**src/rtl/sbarb_pkg.sv**
```systemverilog
package sbarb_pkg;

   // Index width for a ring of n members, never below one bit.
   function automatic int unsigned idx_w(input int unsigned n);
      return (n > 1) ? $clog2(n) : 1;
   endfunction

endpackage

```
**src/rtl/sbarb_rr_pick.sv**
```systemverilog
module sbarb_rr_pick #(
   parameter int unsigned W = 4,
   localparam int unsigned IW = sbarb_pkg::idx_w(W)
) (
   input  logic [W-1:0]  req,
   input  logic [IW-1:0] last,
   output logic [IW-1:0] win,
   output logic          hit
);

   // First set request strictly after 'last', wrapping round the ring.
   always_comb begin
      win = '0;
      hit = 1'b0;
      for (int unsigned k = 1; k <= W; k++) begin
         int unsigned pos;
         pos = (32'(last) + k) % W;
         if (!hit && req[pos]) begin
            hit = 1'b1;
            win = IW'(pos);
         end
      end
   end

endmodule

```
**src/rtl/sbarb_decide.sv**
```systemverilog
module sbarb_decide #(
   parameter int unsigned N_EXT = 9,
   localparam int unsigned HW = N_EXT + 2,
   localparam int unsigned HIW = sbarb_pkg::idx_w(HW),
   localparam int unsigned LIW = sbarb_pkg::idx_w(N_EXT)
) (
   input  logic [N_EXT-1:0] elig_ext,
   input  logic [N_EXT-1:0] hi_grp,
   input  logic             own_req,
   input  logic [HIW-1:0]   hptr,
   input  logic [LIW-1:0]   lptr,
   output logic [N_EXT-1:0] nxt_ext,
   output logic             nxt_own,
   output logic [HIW-1:0]   hptr_n,
   output logic [LIW-1:0]   lptr_n
);

   localparam int unsigned OWN_POS  = N_EXT;
   localparam int unsigned SLOT_POS = N_EXT + 1;

   logic [N_EXT-1:0] lreq;
   logic [HW-1:0]    hreq;
   logic [HIW-1:0]   h_win;
   logic             h_hit;
   logic [LIW-1:0]   l_win;
   logic             l_hit;

   assign lreq = elig_ext & ~hi_grp;
   assign hreq = {|lreq, own_req, elig_ext & hi_grp};

   sbarb_rr_pick #(.W(HW)) u_hi_ring (
      .req (hreq),
      .last(hptr),
      .win (h_win),
      .hit (h_hit)
   );

   sbarb_rr_pick #(.W(N_EXT)) u_lo_ring (
      .req (lreq),
      .last(lptr),
      .win (l_win),
      .hit (l_hit)
   );

   always_comb begin
      nxt_ext = '0;
      nxt_own = 1'b0;
      hptr_n  = hptr;
      lptr_n  = lptr;
      if (!h_hit) begin
         nxt_own = 1'b1;                     // rest on the bridge line
      end else begin
         hptr_n = h_win;
         if (h_win == HIW'(SLOT_POS)) begin
            if (l_hit) begin
               nxt_ext[l_win] = 1'b1;
               lptr_n         = l_win;
            end
         end else if (h_win == HIW'(OWN_POS)) begin
            nxt_own = 1'b1;
         end else begin
            nxt_ext[h_win] = 1'b1;
         end
      end
   end

endmodule

```
**src/rtl/sbarb_top.sv**
```systemverilog
module sbarb_top #(
   parameter int unsigned N_EXT = 9
) (
   input  logic             clk,
   input  logic             rst_n,
   input  logic             arb_en,
   input  logic             bus_idle,
   input  logic [N_EXT-1:0] req_ext,
   input  logic             req_own,
   input  logic [N_EXT-1:0] en_mask,
   input  logic [N_EXT-1:0] hi_grp,
   output logic [N_EXT-1:0] gnt_ext,
   output logic             gnt_own
);

   localparam int unsigned HW       = N_EXT + 2;
   localparam int unsigned HIW      = sbarb_pkg::idx_w(HW);
   localparam int unsigned LIW      = sbarb_pkg::idx_w(N_EXT);
   localparam int unsigned SLOT_POS = N_EXT + 1;

   generate
      if (N_EXT < 2 || N_EXT > 30) begin : g_bad_n_ext
         $error("sbarb_top: N_EXT must lie in 2..30");
      end
   endgenerate

   logic [N_EXT-1:0] elig;
   logic [N_EXT-1:0] gnt_ext_q;
   logic [N_EXT-1:0] nxt_ext;
   logic             gnt_own_q;
   logic             nxt_own;
   logic [HIW-1:0]   hptr_q;
   logic [HIW-1:0]   hptr_n;
   logic [LIW-1:0]   lptr_q;
   logic [LIW-1:0]   lptr_n;
   logic             owner_live;
   logic             may_switch;

   // Per-line qualification and output gating.
   generate
      for (genvar i = 0; i < N_EXT; i++) begin : g_line
         assign elig[i]    = req_ext[i] & en_mask[i];
         assign gnt_ext[i] = gnt_ext_q[i] & en_mask[i] & arb_en;
      end
   endgenerate
   assign gnt_own = gnt_own_q & arb_en;

   assign owner_live = (|(gnt_ext_q & elig)) | (gnt_own_q & req_own);
   assign may_switch = bus_idle | ~owner_live;

   sbarb_decide #(.N_EXT(N_EXT)) u_decide (
      .elig_ext(elig),
      .hi_grp  (hi_grp),
      .own_req (req_own),
      .hptr    (hptr_q),
      .lptr    (lptr_q),
      .nxt_ext (nxt_ext),
      .nxt_own (nxt_own),
      .hptr_n  (hptr_n),
      .lptr_n  (lptr_n)
   );

   always_ff @(posedge clk or negedge rst_n) begin
      if (!rst_n) begin
         gnt_ext_q <= '0;
         gnt_own_q <= 1'b1;
         hptr_q    <= HIW'(SLOT_POS);
         lptr_q    <= LIW'(N_EXT - 1);
      end else if (!arb_en) begin
         gnt_ext_q <= '0;
         gnt_own_q <= 1'b0;
      end else if (may_switch) begin
         gnt_ext_q <= nxt_ext;
         gnt_own_q <= nxt_own;
         hptr_q    <= hptr_n;
         lptr_q    <= lptr_n;
      end
   end

endmodule

```
**config.mk**
```make
export PLATFORM = sky130hd
export DESIGN_NAME = sbarb_top
export DESIGN_NICKNAME = d
export VERILOG_FILES = /design/src/rtl/sbarb_pkg.sv /design/src/rtl/sbarb_rr_pick.sv /design/src/rtl/sbarb_decide.sv /design/src/rtl/sbarb_top.sv
export SDC_FILE = /design/constraint.sdc
export NUM_CORES = 1
export LEC_CHECK = 0
export CAP_MARGIN = 15
export CORE_AREA = 2 2 180 182
export CTS_CLUSTER_DIAMETER = 50
export DETAILED_ROUTE_END_ITERATION = 12
export DIE_AREA = 0 0 182 184
export MAX_ROUTING_LAYER = met4
export PLACE_DENSITY = 0.61
export SLEW_MARGIN = 20
export SYNTH_ARGS = -nofsm -noshare
export SYNTH_HDL_FRONTEND = slang
export SYNTH_SLANG_ARGS = --single-unit
export TNS_END_PERCENT = 30
```
**constraint.sdc**
```tcl
create_clock -name clk -period 11.5 [get_ports clk]
set_clock_uncertainty 0.2 [all_clocks]
set_input_delay 2.3 -clock clk [delete_from_list [all_inputs] [get_ports clk]]
set_output_delay 2.3 -clock clk [all_outputs]
set_load 0.005 [all_outputs]
```
==> flow_summary.ini <==
[global_routing]
met1_usage_pct = 40.5
gr-usage-all-layers_pct = 33.4
use_met2_pct = 56.0
grt_start_max_net_pins = 68
antenna_found_initial = 0
grt-ovfl-total = 0
grt_pass1_wl_um = 87800
grt_pass1_vias = 15600
busiest_layer = met2
groute.layer.met3.usage_pct = 3.21

[critical_path]
slowest_stage = o221ai_1
slowest_delay_ns = 0.62
crit_family = compound AO/OA/AOI/OAI gates
endpoint_kind = flop
worstPathArrival_ns = 8.13
critPathBufInv = 3
cp.required_ns = 11.48
cp_cell_sequence = inv_1, ha_1, buf_4, inv_1, ha_1, a21oi_1, a21oi_1, xnor2_1, ha_1, a2111oi_0, a221oi_1, nor2_1, o31ai_1, a211oi_1, o221ai_1, nand2b_1, a21oi_1, o21ai_0, a22oi_2, a2111oi_4, mux2_4
crit_type = reg2reg
start_kind = flop
worstPathMaxFanout = 40

[clocking]
cts-root-buf = clkbuf_16
hold_buffers = 0
clk_path_buf_depth = 2
h-tree-depth = 1
clk_pin_slew_ns = 0.05
cts_buffers = 3
insertion_delay_ns = 0.25
postCtsResizedCells = 0
cts_tree = done
clock_sinks = 18
post-cts-setup-buffers = 0

[floorplan]
die_w_um = 182
die-height_um = 184
dieArea_um2 = 33500
start_util_pct = 44.6
core_region_area_um2 = 31400
pin_count = 42
num_rows = 65

[final_layout]
synthToLayoutAreaGrowth_pct = 4.23
fill_cells = 3243
ff_latch_area_um2 = 460
multiInputGateArea_um2 = 12700
drive_gt1_share_pct = 8.49
fin_nets = 2062

[synth]
yosysMostFrequentCell = nand2_1
synth-seq-cells = 18
synthesis.nets = 2132
yosysWarnings = 0
synth_top_area_share_pct = 7.69
netlist_instances = 2014
ys_types = 126
yosysSeqAreaShare_pct = 3.25
synth_common_cells = 175 x nand2_1, 174 x nor2_1, 112 x o21ai_0
synth_edf_count = 0
synthArstFlopShare_pct = 100
netlist_area_um2 = 14000
synth_area_leaders = ha_1 7.7%, mux2i_1 4.8%, nand2_1 4.7%
synth_top_area_cell = ha_1
synth-main-ff-cell = dfrtp_1
syn_area_per_cell_um2 = 6.95

[routing]
finalWirelength_um = 56500
num_vias = 16700
routed_via_density = 7.12
firstDrtPassIters = 6
drt_iter0_drc = 1473
drc = 0
wl_per_cell_um = 24.1
drtAntennaViolNets = 0

[sta]
slew_headroom_pct = 29.2
fmax_ghz = 0.123
min_period_ns = 8.14
setup_viol = 0
rsz0062_at_grt = false
finalHoldViolations = 0
fin_tns_setup_ns = 0
slew_violations = 0
timing.final.crit_share_pct = 70.8
worst_pin_slew_ns = 1.05

[job]
cap_violations = 0

[hold_path]
min_path_type = reg2reg

[placement]
place_hpwl_um = 42800
numPortBuffers = 41
gp_congestion = 1.07

[status]
status = finished, final reports clean
[layer usage]
metal	vias to the layer above	share of wire, %
li1	7727	-
met2	744	47
met3	173	7.3
met1	8055	41
met4	0	5.4
met5	-	0
[layout by cell type (no fill, tap or decap), types with 20 or more instances in the layout]
master / n
o21ai_0: 112
nor2b_1: 36
ha_1: 86
inv_1: 55
and2_1: 26
o22ai_1: 29
buf_4: 27
a211oi_1: 50
xnor2_1: 45
nor2_1: 174
o211ai_1: 42
nand2b_1: 37
o31ai_1: 31
and3_1: 35
mux4_2: 20
a21oi_1: 111
nand3_1: 62
clkdlybuf4s50_1: 41
nor3_1: 51
a31oi_1: 40
nand2_1: 175
or3_1: 24
nand4_1: 39
a21o_1: 28
mux2i_1: 67
[flip-flops by register name, summed over array words and instances, names as in the netlist]
signal and cells:
lptr_q 4, hptr_q 4, gnt_ext_q 9, gnt_own_q 1
[cell type report]
class / instances / area share (%)
antenna: 2 / 0.0343
multi-input combinational: 1791 / 86.9
sequential: 18 / 3.16
clock buffer: 4 / 0.609
timing repair buffer: 69 / 4.24
tap: 402 / 3.45
inverter: 61 / 1.57
[worst paths after layout]
check                                          from                       end  slack [ns]  depth (start not counted)
max                           hptr_q[1]$_DFFE_PN1P_     lptr_q[3]$_DFFE_PN1P_        3.36                         21
min                        gnt_ext_q[8]$_DFFE_PN0P_  gnt_ext_q[8]$_DFFE_PN0P_        0.36                          2
max reg2reg                   hptr_q[1]$_DFFE_PN1P_     lptr_q[3]$_DFFE_PN1P_        3.36                         21
min reg2reg                gnt_ext_q[8]$_DFFE_PN0P_  gnt_ext_q[8]$_DFFE_PN0P_        0.36                          2
max in group asynchronous                     rst_n     hptr_q[0]$_DFFE_PN0P_        8.11                          1
min in group asynchronous                     rst_n  gnt_ext_q[1]$_DFFE_PN0P_        2.35                          1
[per-stage QoR]
stage | hold slack (ns) | instances | setup WS [ns] | util (%) | instance area (um^2)
floorplan | 0.259 | 2014 | 3.77 | - | 14000
global placement | 0.351 | 2340 | 3.60 | 46.1 | 14500
detailed placement | 0.348 | 2340 | 3.51 | 46.1 | 14500
CTS | 0.360 | 2344 | 3.50 | 46.4 | 14600
global route | 0.377 | 2345 | 2.85 | 46.4 | 14600
finish | 0.361 | 2347 | 3.36 | 46.5 | 14600
[cell families after synthesis]
group	count (synthesis)	synth area share, %
simple gates	793	29.9
compound gates	746	39.4
buf+inv	205	6.12
mux	109	9.81
fa+ha+maj	86	7.69
xor+xnor	57	3.86
flops	18	3.25
[worst min-delay path: cells and delay by family (launching register included)]
family	cells	cell delay (ns)
flops	1	0.39
simple gates	1	0.07
compound gates	1	0.06
Power is not shown: default switching activity piles up to over one toggle a cycle in this logic, so the estimate is an artifact.
